[src/rtl/irq_pkg.sv]
package irq_pkg;

  // Sequencer phases for one delivered interrupt
  typedef enum logic [1:0] {
    SEQ_IDLE = 2'd0,
    SEQ_REQ  = 2'd1,
    SEQ_HOLD = 2'd2,
    SEQ_ACK  = 2'd3
  } seq_state_e;

endpackage

[src/rtl/irq_sampler.sv]
module irq_sampler #(
  parameter int NUM_TMR = 3,
  parameter int NUM_EXT = 5
) (
  input  logic               clk,
  input  logic               rst_n,
  input  logic [NUM_EXT-1:0] ext_in,
  input  logic [NUM_TMR-1:0] tmr_in,
  input  logic               nmi_in,
  input  logic               sup_in,
  output logic [NUM_EXT-1:0] ext_q,
  output logic [NUM_TMR-1:0] tmr_q,
  output logic               nmi_rise,
  output logic               sup_q
);

  logic nmi_q;
  logic nmi_d;

  // One capture register per input on the processor clock edge
  always_ff @(posedge clk or negedge rst_n) begin
    if (!rst_n) begin
      ext_q <= '0;
      tmr_q <= '0;
      nmi_q <= 1'b0;
      nmi_d <= 1'b0;
      sup_q <= 1'b0;
    end else begin
      ext_q <= ext_in;
      tmr_q <= tmr_in;
      nmi_q <= nmi_in;
      nmi_d <= nmi_q;
      sup_q <= sup_in;
    end
  end

  // A low-to-high change between two captures is the only NMI event
  assign nmi_rise = nmi_q & ~nmi_d;

endmodule

[src/rtl/irq_pending.sv]
module irq_pending #(
  parameter int NUM_SRC = 9
) (
  input  logic               clk,
  input  logic               rst_n,
  input  logic [NUM_SRC-1:0] set_i,
  input  logic [NUM_SRC-1:0] clr_i,
  output logic [NUM_SRC-1:0] pend_o
);

  // A set that coincides with a clear wins, which re-arms a held level line
  for (genvar s = 0; s < NUM_SRC; s++) begin : g_bit
    always_ff @(posedge clk or negedge rst_n) begin
      if (!rst_n) pend_o[s] <= 1'b0;
      else        pend_o[s] <= (pend_o[s] & ~clr_i[s]) | set_i[s];
    end
  end

endmodule

[src/rtl/irq_prio.sv]
module irq_prio #(
  parameter int NUM_SRC = 9,
  parameter int VEC_W   = 4
) (
  input  logic [NUM_SRC-1:0] req_i,
  output logic               any_o,
  output logic [VEC_W-1:0]   idx_o
);

  // found[s] is high when some source with a code below s is requesting
  logic [NUM_SRC:0] found;
  logic [VEC_W-1:0] pick [NUM_SRC+1];

  assign found[0] = 1'b0;
  assign pick[0]  = '0;

  for (genvar s = 0; s < NUM_SRC; s++) begin : g_chain
    assign found[s+1] = found[s] | req_i[s];
    assign pick[s+1]  = (req_i[s] && !found[s]) ? VEC_W'(s) : pick[s];
  end

  assign any_o = found[NUM_SRC];
  assign idx_o = pick[NUM_SRC];

endmodule

[src/rtl/irq_seq.sv]
module irq_seq
  import irq_pkg::*;
#(
  parameter int NUM_SRC = 9,
  parameter int VEC_W   = 4
) (
  input  logic               clk,
  input  logic               rst_n,
  input  logic               any_req,
  input  logic [VEC_W-1:0]   win_idx,
  input  logic               nmi_ready,
  output logic               irq_o,
  output logic               ack_o,
  output logic [VEC_W-1:0]   vec_o,
  output logic [NUM_SRC-1:0] clr_o
);

  seq_state_e       state;
  logic [VEC_W-1:0] vec_q;

  always_ff @(posedge clk or negedge rst_n) begin
    if (!rst_n) begin
      state <= SEQ_IDLE;
      vec_q <= '0;
    end else begin
      unique case (state)
        SEQ_IDLE: begin
          if (any_req) begin
            vec_q <= win_idx;
            state <= SEQ_REQ;
          end
        end
        SEQ_REQ: begin
          if (nmi_ready) vec_q <= '0;
          state <= SEQ_HOLD;
        end
        SEQ_HOLD: begin
          if (nmi_ready) vec_q <= '0;
          state <= SEQ_ACK;
        end
        SEQ_ACK: begin
          state <= SEQ_IDLE;
        end
        default: state <= SEQ_IDLE;
      endcase
    end
  end

  assign irq_o = (state != SEQ_IDLE);
  assign ack_o = (state == SEQ_ACK);
  assign vec_o = vec_q;

  // Clear only the source that owns this acknowledge cycle
  for (genvar s = 0; s < NUM_SRC; s++) begin : g_clr
    assign clr_o[s] = (state == SEQ_ACK) && (vec_q == VEC_W'(s));
  end

endmodule

[src/rtl/irq_front.sv]
module irq_front #(
  parameter int NUM_TMR = 3,
  parameter int NUM_EXT = 5,
  localparam int NUM_SRC = 1 + NUM_TMR + NUM_EXT,
  localparam int NUM_MSK = NUM_TMR + NUM_EXT,
  localparam int VEC_W   = $clog2(NUM_SRC)
) (
  input  logic               clk,
  input  logic               rst_n,
  input  logic [NUM_EXT-1:0] ext_irq,
  input  logic [NUM_TMR-1:0] tmr_irq,
  input  logic               nmi_irq,
  input  logic               irq_sup,
  input  logic               mask_we,
  input  logic [NUM_MSK-1:0] mask_wdata,
  output logic               irq_req,
  output logic [VEC_W-1:0]   irq_vec,
  output logic               irq_ack
);

  logic [NUM_EXT-1:0] ext_q;
  logic [NUM_TMR-1:0] tmr_q;
  logic               nmi_rise;
  logic               sup_q;
  logic [NUM_MSK-1:0] mask_q;

  logic [NUM_SRC-1:0] src_set;
  logic [NUM_SRC-1:0] src_en;
  logic [NUM_SRC-1:0] pend;
  logic [NUM_SRC-1:0] clr;
  logic [NUM_SRC-1:0] elig;
  logic               any_elig;
  logic [VEC_W-1:0]   win;

  irq_sampler #(.NUM_TMR(NUM_TMR), .NUM_EXT(NUM_EXT)) u_smp (
    .clk      (clk),
    .rst_n    (rst_n),
    .ext_in   (ext_irq),
    .tmr_in   (tmr_irq),
    .nmi_in   (nmi_irq),
    .sup_in   (irq_sup),
    .ext_q    (ext_q),
    .tmr_q    (tmr_q),
    .nmi_rise (nmi_rise),
    .sup_q    (sup_q)
  );

  // Enable bits: timers low, then external lines in pin order
  always_ff @(posedge clk or negedge rst_n) begin
    if (!rst_n)       mask_q <= '0;
    else if (mask_we) mask_q <= mask_wdata;
  end

  // Place every source at its priority code; code 0 is never masked
  assign src_set[0] = nmi_rise;
  assign src_en[0]  = 1'b1;

  for (genvar t = 0; t < NUM_TMR; t++) begin : g_tmr
    assign src_set[1+t] = tmr_q[t];
    assign src_en[1+t]  = mask_q[t] & ~sup_q;
  end

  for (genvar e = 0; e < NUM_EXT; e++) begin : g_ext
    assign src_set[1+NUM_TMR+e] = ext_q[NUM_EXT-1-e];
    assign src_en[1+NUM_TMR+e]  = mask_q[NUM_MSK-1-e] & ~sup_q;
  end

  irq_pending #(.NUM_SRC(NUM_SRC)) u_pend (
    .clk    (clk),
    .rst_n  (rst_n),
    .set_i  (src_set),
    .clr_i  (clr),
    .pend_o (pend)
  );

  // A fresh capture competes in the same cycle it lands
  assign elig = (pend | src_set) & src_en;

  irq_prio #(.NUM_SRC(NUM_SRC), .VEC_W(VEC_W)) u_prio (
    .req_i (elig),
    .any_o (any_elig),
    .idx_o (win)
  );

  irq_seq #(.NUM_SRC(NUM_SRC), .VEC_W(VEC_W)) u_seq (
    .clk       (clk),
    .rst_n     (rst_n),
    .any_req   (any_elig),
    .win_idx   (win),
    .nmi_ready (elig[0]),
    .irq_o     (irq_req),
    .ack_o     (irq_ack),
    .vec_o     (irq_vec),
    .clr_o     (clr)
  );

endmodule

[config.mk]
export PLATFORM = sky130hd
export DESIGN_NAME = irq_front
export DESIGN_NICKNAME = d
export VERILOG_FILES = /design/src/rtl/irq_pkg.sv /design/src/rtl/irq_sampler.sv /design/src/rtl/irq_pending.sv /design/src/rtl/irq_prio.sv /design/src/rtl/irq_seq.sv /design/src/rtl/irq_front.sv
export SDC_FILE = /design/constraint.sdc
export NUM_CORES = 1
export LEC_CHECK = 0
export ABC_AREA = 1
export BUFFER_PORTS_ARGS = -buffer_cell sky130_fd_sc_hd__buf_2
export CORE_MARGIN = 2
export CORE_UTILIZATION = 61
export CTS_BUF_LIST = sky130_fd_sc_hd__clkbuf_8
export DETAILED_ROUTE_END_ITERATION = 6
export PLACE_DENSITY = 0.88
export RECOVER_POWER = 25
export SLEW_MARGIN = 20
export SYNTH_ARGS = -nofsm -noshare
export SYNTH_HDL_FRONTEND = slang
export SYNTH_SLANG_ARGS = --single-unit
[constraint.sdc]
create_clock -name clk -period 3.4 [get_ports clk]
set_input_delay 0.34 -clock clk [delete_from_list [all_inputs] [get_ports clk]]
set_output_delay 0.34 -clock clk [all_outputs]
set_load 0.05 [all_outputs]
# Word level (Yosys, flattened, before mapping)
# Index checks and enable logic that the tools add are counted.
[op_classes]
addsub = 0
mul = 0
div_mod_pow = 0
order_cmp = 0
eq_ne = 13
n_shift = 0
mux = 13
bitwise_logic = 48
reduce_logical = 31
[ops]
columns = ["operator", "count"]
rows = [
  ["two-way mux 4 bit", 9],
  ["AND 1 bit", 18],
  ["logical AND 1 bit", 17],
  ["OR 1 bit", 17],
  ["equality test 4 x 3 -> 1 bit (second input constant)", 4],
  ["NOT 1 bit", 11],
  ["AND 9 bit", 1],
  ["OR 9 bit", 1],
  ["equality test 4 x 2 -> 1 bit (second input constant)", 2],
  ["logical NOT 1 bit", 8],
  ["one-hot mux 2 bit (4 select lines)", 1],
  ["one-hot mux 4 bit (2 select lines)", 1],
  ["equality test 2 bit (second input constant)", 2],
  ["equality test 4 x 1 -> 1 bit (second input constant)", 1],
  ["equality test 4 bit (second input constant)", 1],
  ["logical NOT 4 bit", 1],
  ["nonzero test 2 bit", 2],
  ["AND reduction 3 bit", 1],
  ["equality test 2 x 1 -> 1 bit (second input constant)", 1],
  ["logical NOT 2 bit", 1],
  ["two-way mux 2 bit", 1],
  ["!= test 2 x 1 -> 1 bit (second input constant)", 1],
  ["!= test 2 bit (second input constant)", 1],
  ["OR reduction 2 bit", 1],
  ["two-way mux 1 bit", 1],
]
[word_totals]
reg_bits = 34
latchBits = 0
ramBits = 0
rom_bits = 0
input_bits = 21
output_inout_bits = 6
n_memories = 0

# Depth between registers and ports, before layout
# Gate-level depths: netlist (run 1).
[depth]
ltp_word = 16
depth_mapped = 11
ltp_nobuf = 11

# Hierarchy
# From an unflattened synthesis (run 1), not the netlist that was laid out.
[unflattened]
cells_unflattened = 203
hier_area_um2 = 1592.8
[modules_own_cells]
columns = ["mod", "instances", "cells_per_inst", "area_per_inst_um2", "seq_area_each_um2"]
rows = [
  ["irq_seq", 1, 60, 421.7, 150.1],
  ["irq_front", 1, 60, 405.4, 200.2],
  ["irq_pending", 1, 45, 360.3, 225.2],
  ["irq_sampler", 1, 13, 285.3, 275.3],
  ["irq_prio", 1, 25, 120.1, 0.0],
]

# Worst setup path before layout (run 1)
# Ideal clock, no wire load.
[synth_timing]
kind = "flip-flop to flip-flop"
from = "register u_seq.state[0]"
to = "register u_seq.vec_q[2] (netlist: u_seq.vec_o[2])"
setup_ps = 118
t_arrival_ps = 1426
required_ps = 3282
setup_slack_ps = 1856
stages_incl_launch_ff = 10
path_buffers = 0
period_less_slack_ps = 1544
path_cell_list = "dfrtp_1 -> inv_1 -> ha_1 -> inv_1 -> nor2_1 -> nand4_4 -> nand2_4 -> inv_2 -> nand2_1 -> nand2_1"
[synth_via]
elab_chain_len = 4
word_cells_on_any_way = 9
cone_classes = "4 x eq/ne; 1 x mux; 4 x reduce/logical"
[synth_lines]
columns = ["element", "line", "source"]
rows = [
  ["from (decl)", "irq_seq.sv:18", "seq_state_e state;"],
  ["from (signal assigned)", "irq_seq.sv:23", "state <= SEQ_IDLE;"],
  ["from (signal assigned)", "irq_seq.sv:30", "state <= SEQ_REQ;"],
  ["from (signal assigned)", "irq_seq.sv:35", "state <= SEQ_HOLD;"],
  ["equality test 2 x 1 -> 1 bit or equality test 2 bit (tied branches)", "irq_seq.sv:26", "unique case (state)"],
  ["OR reduction 2 bit (no line)", "-", ""],
  ["!= test 2 x 1 -> 1 bit (no line) or nonzero test 2 bit (tied branches)", "-", ""],
  ["AND reduction 3 bit (no line)", "-", ""],
  ["to (signal assigned)", "irq_seq.sv:29", "vec_q <= win_idx;"],
  ["to (decl)", "irq_seq.sv:19", "logic [VEC_W-1:0] vec_q;"],
]
# Parallel ways exist; a longest one is shown, timed or not.
# A chain may end at the register's enable or synchronous reset.

# Final worst setup path (run 1)
[layout_timing]
from = "register u_seq.state[1]"
to = "output irq_req"
[layout_via]
elab_chain_len = 1
[layout_lines]
columns = ["element", "line", "source"]
rows = [
  ["nonzero test 2 bit", "irq_seq.sv:49", "assign irq_o = (state != SEQ_IDLE);"],
  ["to (decl)", "irq_front.sv:16", "output logic irq_req,"],
]
# Every way passes these cells.

==> results of run 1 <==
final timing paths:
path / depth (start not counted) / from / endpoint / slack, ns
setup reg to reg: 10 / u_smp.tmr_q[0] / u_seq.vec_o[2] / 1.84
min in group asynchronous: 1 / rst_n / u_smp.ext_q[1] / 0.51
hold / removal: 1 / ext_irq[1] / u_smp.ext_q[1] / 0.15
max in group asynchronous: 1 / rst_n / u_smp.nmi_q / 1.87
setup / recovery: 4 / u_seq.state[1] / irq_req / 1.80
hold reg to reg: 0 / u_smp.nmi_q / u_smp.nmi_d / 0.39
cell families (layout without fill, tap and decap cells):
group / count (synthesis) / count (layout) / share of synthesized area (%)
flops: 34 / 34 / 57.0
buf+inv: 21 / 53 / 5.28
compound gates: 19 / 19 / 7.03
fa+ha+maj: 4 / 4 / 3.35
simple gates: 69 / 69 / 23.6
mux: 5 / 5 / 3.77
registers in the layout, indices dropped and copies added, names as in the netlist:
name and flops:
u_pend.pend_o 9, mask_q 8, u_smp.ext_q 5, u_seq.vec_o 4, u_smp.tmr_q 3, u_seq.state 2
u_smp.nmi_d 1, u_smp.nmi_q 1, u_smp.sup_q 1
placed cells by master, fill, tap and decap left out, drive strengths merged:
cell type  synthesis  routed
a21boi             2       2
a21oi              7       7
a31oi              1       1
a41oi              1       1
buf                0      25
clkbuf             1       6
dfrtp             34      34
ha                 4       4
inv               20      22
mux2               5       5
nand2             29      29
nand3              5       5
nand3b             1       1
nand4              3       3
nor2              21      21
nor3               9       9
o21ai              8       8
or2                1       1
cell type report:
type | instances | area [um2]
Multi-Input combinational cell | 97 | 564
Clock buffer | 5 | 68.8
Tap cell | 28 | 35.0
Inverter | 20 | 75.1
Fill cell | 164 | 524
Sequential cell | 34 | 851
Timing Repair Buffer | 26 | 129
Clock inverter | 2 | 7.51
routing by layer:
| layer | routed length [um] | global-route usage (%) | vias up |
|---|---|---|---|
| met3 | 205 | 8.76 | 8 |
| met5 | 0 | 0 | - |
| met2 | 1450 | 40.5 | 39 |
| met4 | 61 | 11.1 | 0 |
| met1 | 1250 | 31.8 | 510 |
| li1 | - | - | 553 |
through the flow:
step | hold WS (ns) | util [%] | power, uW | std cells | worst slack, ns
detailed placement | 0.389 | 73.4 | 937 | 205 | 1.85
finish | 0.153 | 76.7 | 1200 | 212 | 1.80
global route | 0.145 | 76.7 | 1280 | 212 | 1.58
CTS | 0.135 | 76.8 | 1200 | 212 | 1.79
global placement | 0.360 | 73.4 | 913 | 205 | 1.95
floorplan | 0.0444 | - | 822 | 152 | 1.86
worst reg2reg max path, stage by stage (launching register included):
cell and delay [ns]:
sky130_fd_sc_hd__dfrtp_1 0.38, sky130_fd_sc_hd__nor2_1 0.20, sky130_fd_sc_hd__nor2_2 0.09, sky130_fd_sc_hd__nor2_4 0.11
sky130_fd_sc_hd__nand3_2 0.12, sky130_fd_sc_hd__nor2_4 0.15, sky130_fd_sc_hd__nand4_4 0.13, sky130_fd_sc_hd__nand2_4 0.12
sky130_fd_sc_hd__inv_2 0.05, sky130_fd_sc_hd__nand2_1 0.06, sky130_fd_sc_hd__nand2_1 0.05
power breakdown:
| part | internal [uW] | switching (uW) | leakage [uW] |
|---|---|---|---|
| Sequential | 460 | 56.2 | 0.000383 |
| Clock | 135 | 135 | 0.0000466 |
| Combinational | 120 | 298 | 0.000412 |
==> reports/metrics.yaml, run 1 <==
post_detailed_route_drc_marker_count: 0
timing.critical_path.from_type: "register"
global_route.overflow_total: 0
register_area_share_after_synthesis_pct: 57.0
remaining_number_of_nets_flagged_by_the_antenna_check_after_routing: 0
vias: 1110
drv_cap: 1
timing.final.max_slew_violations: 35
hold_viol_final: 0
core_ar_mm2: 0.00225
cts_inserted_buffers: 5
slew_headroom_pct: -16.8
cpMaxStageDelayCell: "sky130_fd_sc_hd__dfrtp_1"
yosys-top-cells-area: "sky130_fd_sc_hd__dfrtp_1, sky130_fd_sc_hd__nand2_1, sky130_fd_sc_hd__inv_1"
total_leakage_power_uw: 0.000841
worst_ep_arrival_time_ns: 1.26
run_status: "complete, but fails checks"
yosys.area.top_type_share_pct: 57.0
dr.pass1.iters: 4
critical_path.max_stage_delay_ns: 0.38
clockBufferDepth: 2
hpwlAfterDp_mm: 2.20
top_level_ports: 27
place_area_mm2: 0.00166
critPathBufInv: 3
drt_wl_total_mm: 2.96
routed_via_density: 5.24
design_area_mm2: 0.00173
synth.cell_area_mm2: 0.00149
synth_cell_types: 25
first_global_vias: 1127
final_min_period_over_clock_period_pct: 46.9
synthToLayoutAreaGrowth_pct: 15.8
synth_nets: 177
antenna_found_initial: 0
ys_seq_elements: 34
power.density_mw_per_mm2: 696
die_h_um: 53.5
synth_commonest_cells: "sky130_fd_sc_hd__dfrtp_1, sky130_fd_sc_hd__nand2_1, sky130_fd_sc_hd__inv_1"
failed_checks: "max-capacitance violations, max-slew violations"
synthDominantAreaCellType: "sky130_fd_sc_hd__dfrtp_1"
die_w_um: 53.5
routabilityCongestion: 0.873
grt_setup_unrepaired: "no"
worstSetupPathType: "reg2out"
syn_area_per_cell_um2: 9.83
worst_ir_drop_vdd_uv: 500
required_ns: 3.06
insertedDiodeCount: 0
cts_hold_buffers: 0
ys_async_sr_fraction_pct: 100
yosysWarningCount: 0
clock_tree.root_cell: "sky130_fd_sc_hd__clkbuf_8"
post_cts_sizing: 0
tightest_slew_ns: 1.75
grt_first_pass_wirelength_mm: 5.06
max_freq_mhz: 627
crit_family: "buffers and inverters"
min_period_ns: 1.60
timing.critical_path.mode_cell: "sky130_fd_sc_hd__inv_1"
pin_count_of_the_biggest_net_entering_global_routing: 35
fp.dieArea_mm2: 0.00286
cts_setup_buffers: 0
syn-instance-count: 152
clock_latency_ns: 0.29
cp_cell_sequence: "inv_1 > ha_1 > inv_1 > buf_2"
detail_route.wl_per_cell_um: 14.0
totalNegativeSetupSlack_ns: 0
initial_cell_density_of_the_core_pct: 66.3
cts_sinks: 34
cell_with_the_most_instances_after_synthesis: "sky130_fd_sc_hd__dfrtp_1"
drive_gt1_share_pct: 26.1
port_buffers: 26
nNetsFinal: 209
cts_tree: "yes"
cp_max_fo: 3
timing.final.setup_violations: 0
ctsHtreeMaxLevel: 2
grt_util_all_layers_pct: 25.7
hold_path.class: "in2reg"
synth_flop_cell: "sky130_fd_sc_hd__dfrtp_1"
path_clk_slew_ns: 0.07
clock_skew_ns: 0.00769
end_kind: "primary output"
num_rows: 17
synth-edff-count: 0
drt_iter0_markers: 29
Power figures use the tool's default switching activity.
==> inputs of run 2 (changes only) <==
--- a/config.mk
+++ b/config.mk
@@ -8,10 +8,10 @@
 export ABC_AREA = 1
 export BUFFER_PORTS_ARGS = -buffer_cell sky130_fd_sc_hd__buf_2
 export CORE_MARGIN = 2
-export CORE_UTILIZATION = 61
+export CORE_UTILIZATION = 51
 export CTS_BUF_LIST = sky130_fd_sc_hd__clkbuf_8
 export DETAILED_ROUTE_END_ITERATION = 6
-export PLACE_DENSITY = 0.88
+export PLACE_DENSITY = 0.79
 export RECOVER_POWER = 25
 export SLEW_MARGIN = 20
 export SYNTH_ARGS = -nofsm -noshare
==> constraint.sdc (replaced) <==
create_clock -name clk -period 1.3 [get_ports clk]
set_input_delay 0.13 -clock clk [delete_from_list [all_inputs] [get_ports clk]]
set_output_delay 0.13 -clock clk [all_outputs]
set_load 0.05 [all_outputs]
==> reports/metrics.yaml, run 2 (synthesized netlist as in run 1, its figures left out) <==
routabilityCongestion: 0.858
timing.critical_path.mode_cell: "sky130_fd_sc_hd__nand2_1"
insertedDiodeCount: 0
grt_setup_unrepaired: "yes"
max_freq_mhz: 636
p_clk_share_pct: 20.9
cts_inserted_buffers: 5
switching_share_pct: 38.8
report.power.total_uw: 3810
crit-reg2reg-capture: "u_seq.vec_o[1]"
fp.dieArea_mm2: 0.00338
min_path_cells: 3
core_ar_mm2: 0.00278
initial_cell_density_of_the_core_pct: 53.7
port_buffers: 26
setup.reg_to_reg.worst_slack_ns: -0.27
num_rows: 19
clock_tree.root_cell: "sky130_fd_sc_hd__clkbuf_8"
tightest_slew_ns: 0.988
total_switching_power_uw: 1480
seq_power_share_pct: 35.8
cp_max_fo: 7
remaining_number_of_nets_flagged_by_the_antenna_check_after_routing: 0
setup_ws_ns: -0.273
first_global_vias: 1255
worst_hold_startpoint: "mask_wdata[6]"
cts_tree: "yes"
critPathBufInv: 2
post_detailed_route_drc_marker_count: 0
run_status: "complete, but fails checks"
comb_power_share_pct: 43.3
cts_sinks: 34
failed_checks: "negative setup slack"
drive_gt1_share_pct: 43.4
largest_reg_flops: 9
mostFrequentLayoutCells: "sky130_fd_sc_hd__dfrtp_1, sky130_fd_sc_hd__buf_4, sky130_fd_sc_hd__nand2_1, sky130_fd_sc_hd__buf_2, sky130_fd_sc_hd__inv_1"
rr_worst_depth: 11
die_h_um: 58.1
hpwlAfterDp_mm: 2.23
drt_iter0_markers: 50
hold_viol_final: 0
design_area_mm2: 0.00223
hold_path.class: "in2reg"
clockBufferDepth: 2
path_clk_slew_ns: 0.07
nNetsFinal: 252
worst_ep_arrival_time_ns: 1.76
cp_cell_sequence: "inv_2 > nand2_1 > nor2_2 > nor2_4 > nand3_4 > nor2_4 > buf_4 > nand3b_1 > nand3_1 > nand2_1 > nand2_1"
power.density_mw_per_mm2: 1710
end_kind: "register"
fill_cells: 165
cpMaxStageDelayCell: "sky130_fd_sc_hd__dfrtp_1"
clock_latency_ns: 0.29
internal-power_uw: 2330
dr.pass1.iters: 4
worstSetupPathType: "reg2reg"
die_w_um: 58.1
timing.final.max_slew_violations: 0
timing.critical_path.from_type: "register"
timing.final.setup_violations: 7
top_level_ports: 27
hold_worst_path_end: "mask_q[6]"
clock_skew_ns: 0.00487
drt_wl_total_mm: 3.81
critical_path.max_stage_delay_ns: 0.42
vias: 1337
place_area_mm2: 0.00183
pin_count_of_the_biggest_net_entering_global_routing: 20
required_ns: 1.48
drv_cap: 0
slew_headroom_pct: 34.2
total_leakage_power_uw: 0.00107
grt_first_pass_wirelength_mm: 5.51
min_period_ns: 1.57
mostFrequentLayoutCell: "sky130_fd_sc_hd__dfrtp_1"
largest_register: "u_pend.pend_o"
final_min_period_over_clock_period_pct: 121
crit_family: "simple AND/OR/NAND/NOR gates"
ctsHtreeMaxLevel: 2
crit-reg2reg-launch: "u_smp.sup_q"
detail_route.wl_per_cell_um: 14.7
synthToLayoutAreaGrowth_pct: 49.6
antenna_found_initial: 0
worst_ir_drop_vdd_uv: 1730
hold_ws_ns: 0.0437
global_route.overflow_total: 0
reg.largest.list: "u_pend.pend_o (9), mask_q (8), u_smp.ext_q (5)"
grt_util_all_layers_pct: 22.5
routed_via_density: 5.16
[run 2: final cells by class]
cell class              count  area (um2)  area share (%)
multi-input cells          97         661            29.6
clock inverters             2        8.76           0.392
well taps                  31        38.8            1.74
repair buffers             69         512            22.9
flip-flops and latches     34         851            38.1
inverters                  20        81.3            3.64
clock buffers               6        82.6            3.70
[run 2: routing by layer]
layer | track usage, % | wire, um | up-vias
met5 | 0 | 0 | -
met4 | 12.3 | 165 | 0
met3 | 6.92 | 202 | 22
met2 | 38.1 | 1960 | 53
met1 | 25.4 | 1480 | 624
li1 | - | - | 638
[run 2: power groups by stage]
stage,logic [uW],clock network (uW),registers [uW]
4_1_cts,1480,796,1350
5_1_grt,1770,851,1380
6_report,1650,796,1370
3_5_place_dp,1290,0,1370
2_1_floorplan,769,0,1460
3_3_place_gp,1250,0,1360
[run 2: repair_timing]
item	in CTS	in global routing
endpoints found under the setup margin	8	12
hold endpoints to repair	25	0
pin swaps	7	4
buffers inserted	7	9
hold buffers	11	0
gates resized for setup	11	13
[run 2: how the worst max path moves through the flow]
stage                                start              to  slack [ns]  cells after the start
after floorplan             u_seq.state[1]  u_seq.vec_o[2]       -0.22                      9
after global routing           u_smp.sup_q  u_seq.vec_o[0]       -0.38                     11
after global placement         u_smp.nmi_q  u_seq.vec_o[3]       -0.19                     10
final                          u_smp.sup_q  u_seq.vec_o[1]       -0.27                     11
after detailed placement       u_smp.nmi_q  u_seq.vec_o[3]       -0.24                     10
after CTS                 u_pend.pend_o[4]  u_seq.vec_o[3]       -0.21                      9
[run 2: metrics by stage]
| step | worst slack (ns) | cells | utilization [%] | TNS (ns) |
|---|---|---|---|---|
| floorplan | -0.215 | 152 | - | -1.59 |
| global placement | -0.193 | 225 | 65.6 | -0.920 |
| detailed placement | -0.244 | 225 | 65.6 | -1.20 |
| CTS | -0.206 | 250 | 75.8 | -1.03 |
| global route | -0.382 | 259 | 80.3 | -1.93 |
| finish | -0.273 | 259 | 80.3 | -1.35 |
[run 2: worst reg2reg max path: cells and delay by family (launching register included)]
| kind | cells | cell delay, ns |
|---|---|---|
| DFF | 1 | 0.42 |
| buffers and inverters | 2 | 0.30 |
| and+or+nand+nor | 9 | 0.75 |
==> inputs of run 3 (changes only) <==
==> constraint.sdc (replaced) <==
create_clock -name clk -period 1.3 [get_ports clk]
set_input_delay 0.13 -clock clk [delete_from_list [all_inputs] [get_ports clk]]
set_output_delay 0.13 -clock clk [all_outputs]
set_load 0.01 [all_outputs]
==> reports/metrics.yaml, run 3 (synthesized netlist as in run 1, its figures left out) <==
run_status: "complete, but fails checks"
failed_checks: "negative setup slack"
largest_reg_flops: 9
drt_iter0_markers: 35
drt_wl_total_mm: 3.45
initial_cell_density_of_the_core_pct: 53.7
slew_headroom_pct: 68.3
end_kind: "register"
pin_count_of_the_biggest_net_entering_global_routing: 19
final_min_period_over_clock_period_pct: 121
antenna_found_initial: 0
multiInputGateArea_um2: 598
crit-reg2reg-capture: "u_seq.vec_o[2]"
first_global_vias: 1316
max_freq_mhz: 637
setup.reg_to_reg.worst_slack_ns: -0.27
clock_skew_ns: 0.00524
worstSetupPathType: "reg2reg"
hold_path.class: "in2reg"
utilization_pct: 75.9
synthToLayoutAreaGrowth_pct: 41.3
power.density_mw_per_mm2: 1550
nNetsFinal: 248
crit_path_cell_count: 10
grt_first_pass_wirelength_mm: 5.66
clockBufferDepth: 2
top_level_ports: 27
core_ar_mm2: 0.00278
hold_viol_final: 0
fp.dieArea_mm2: 0.00338
worst_hold_startpoint: "mask_wdata[5]"
rr_worst_depth: 10
min_period_ns: 1.57
port_buffers: 26
critical_path.max_stage_delay_ns: 0.40
dp_slack_ns: -0.206
routed_via_density: 5.17
drv_cap: 0
cts_tree: "yes"
mostFrequentLayoutCell: "sky130_fd_sc_hd__dfrtp_1"
mostFrequentLayoutCells: "sky130_fd_sc_hd__dfrtp_1, sky130_fd_sc_hd__buf_4, sky130_fd_sc_hd__buf_2"
worst_ir_drop_vdd_uv: 1280
grt_util_all_layers_pct: 23.0
layout.cells.non_filler: 253
detail_route.wl_per_cell_um: 13.6
worst_ep_arrival_time_ns: 1.74
timing.final.setup_violations: 6
clock_latency_ns: 0.29
required_ns: 1.47
num_rows: 19
place.detailed.instances: 229
hold_worst_path_end: "mask_q[5]"
post_detailed_route_drc_marker_count: 0
setup_ws_ns: -0.271
die_w_um: 58.1
vias: 1307
clock_tree.root_cell: "sky130_fd_sc_hd__clkbuf_8"
crit-reg2reg-launch: "u_smp.tmr_q[2]"
largest_register: "u_pend.pend_o"
fill_cells: 197
cp_cell_sequence: "nor2_4 > nor2_4 > nor2_4 > nand3_2 > nor2_4 > nand4_4 > nand2_4 > inv_4 > nand2_1 > nand2_1"
hold_ws_ns: 0.0531
layout.area.seq_um2: 851
insertedDiodeCount: 0
total_leakage_power_uw: 0.00103
timing.critical_path.mode_cell: "sky130_fd_sc_hd__nor2_4"
die_h_um: 58.1
cp_max_fo: 5
reg.largest.list: "u_pend.pend_o (9), mask_q (8), u_smp.ext_q (5)"
routabilityCongestion: 0.774
dr.pass1.iters: 4
timing.final.max_slew_violations: 0
hpwlAfterDp_mm: 2.40
cpMaxStageDelayCell: "sky130_fd_sc_hd__dfrtp_1"
grt_setup_unrepaired: "yes"
critPathBufInv: 1
ctsHtreeMaxLevel: 2
cts_inserted_buffers: 5
global_route.overflow_total: 0
tightest_slew_ns: 0.476
cts_sinks: 34
timing.critical_path.from_type: "register"
path_clk_slew_ns: 0.06
min_path_cells: 3
drive_gt1_share_pct: 38.7
remaining_number_of_nets_flagged_by_the_antenna_check_after_routing: 0
report.power.total_uw: 3260
crit_family: "simple AND/OR/NAND/NOR gates"
-- run 3: area by class of cell --
type	count	area share [%]
sequential	34	40.3
multi-input combinational	97	28.3
timing repair buffer	65	21.9
clock buffer	6	3.91
inverter	20	3.68
tap	31	1.84
-- run 3: worst max path at each step --
stage / start / endpoint / slack [ns]
floorplan: u_smp.tmr_q[1] / u_seq.vec_o[2] / -0.05
global placement: u_smp.ext_q[4] / u_seq.vec_o[2] / -0.12
detailed placement: u_pend.pend_o[3] / u_seq.vec_o[2] / -0.21
CTS: u_pend.pend_o[3] / u_seq.vec_o[2] / -0.22
global route: u_smp.tmr_q[0] / u_seq.vec_o[3] / -0.38
finish: u_smp.tmr_q[2] / u_seq.vec_o[2] / -0.27
-- run 3: what timing repair did --
item | in CTS | in global routing
buffers inserted | 2 | 5
gates resized for setup | 1 | 7
hold buffers | 11 | 0
hold endpoints to repair | 26 | 0
endpoints found under the setup margin | 6 | 7
pin swaps | 0 | 9
-- run 3: power by group --
| group | internal, uW | switching (uW) |
|---|---|---|
| Combinational | 535 | 630 |
| Sequential | 1200 | 145 |
| Clock | 407 | 344 |
| Total | 2150 | 1120 |
-- run 3: worst register-to-register path, stage by stage (launching register included) --
cell and delay (ns):
sky130_fd_sc_hd__dfrtp_1 0.40, sky130_fd_sc_hd__nor2_4 0.16, sky130_fd_sc_hd__nor2_4 0.07, sky130_fd_sc_hd__nor2_4 0.10, sky130_fd_sc_hd__nand3_2 0.12, sky130_fd_sc_hd__nor2_4 0.19, sky130_fd_sc_hd__nand4_4 0.13, sky130_fd_sc_hd__nand2_4 0.13
sky130_fd_sc_hd__inv_4 0.04, sky130_fd_sc_hd__nand2_1 0.05, sky130_fd_sc_hd__nand2_1 0.06
-- run 3: metal layers --
| layer | part of all wire (%) | vias up | track usage (%) | wire (um) |
|---|---|---|---|---|
| li1 | - | 632 | - | - |
| met1 | 40 | 616 | 26.9 | 1390 |
| met2 | 51 | 48 | 38.3 | 1740 |
| met3 | 6.3 | 11 | 6.47 | 217 |
| met4 | 2.9 | 0 | 12.6 | 101 |
| met5 | 0 | - | 0 | 0 |
-- run 3: through the flow --
step | area [um2] | TNS, ns
2_1_floorplan | 1500 | -0.210
3_3_place_gp | 1840 | -0.700
3_5_place_dp | 1840 | -1.18
4_1_cts | 2050 | -1.24
5_1_grt | 2110 | -2.10
6_report | 2110 | -1.44
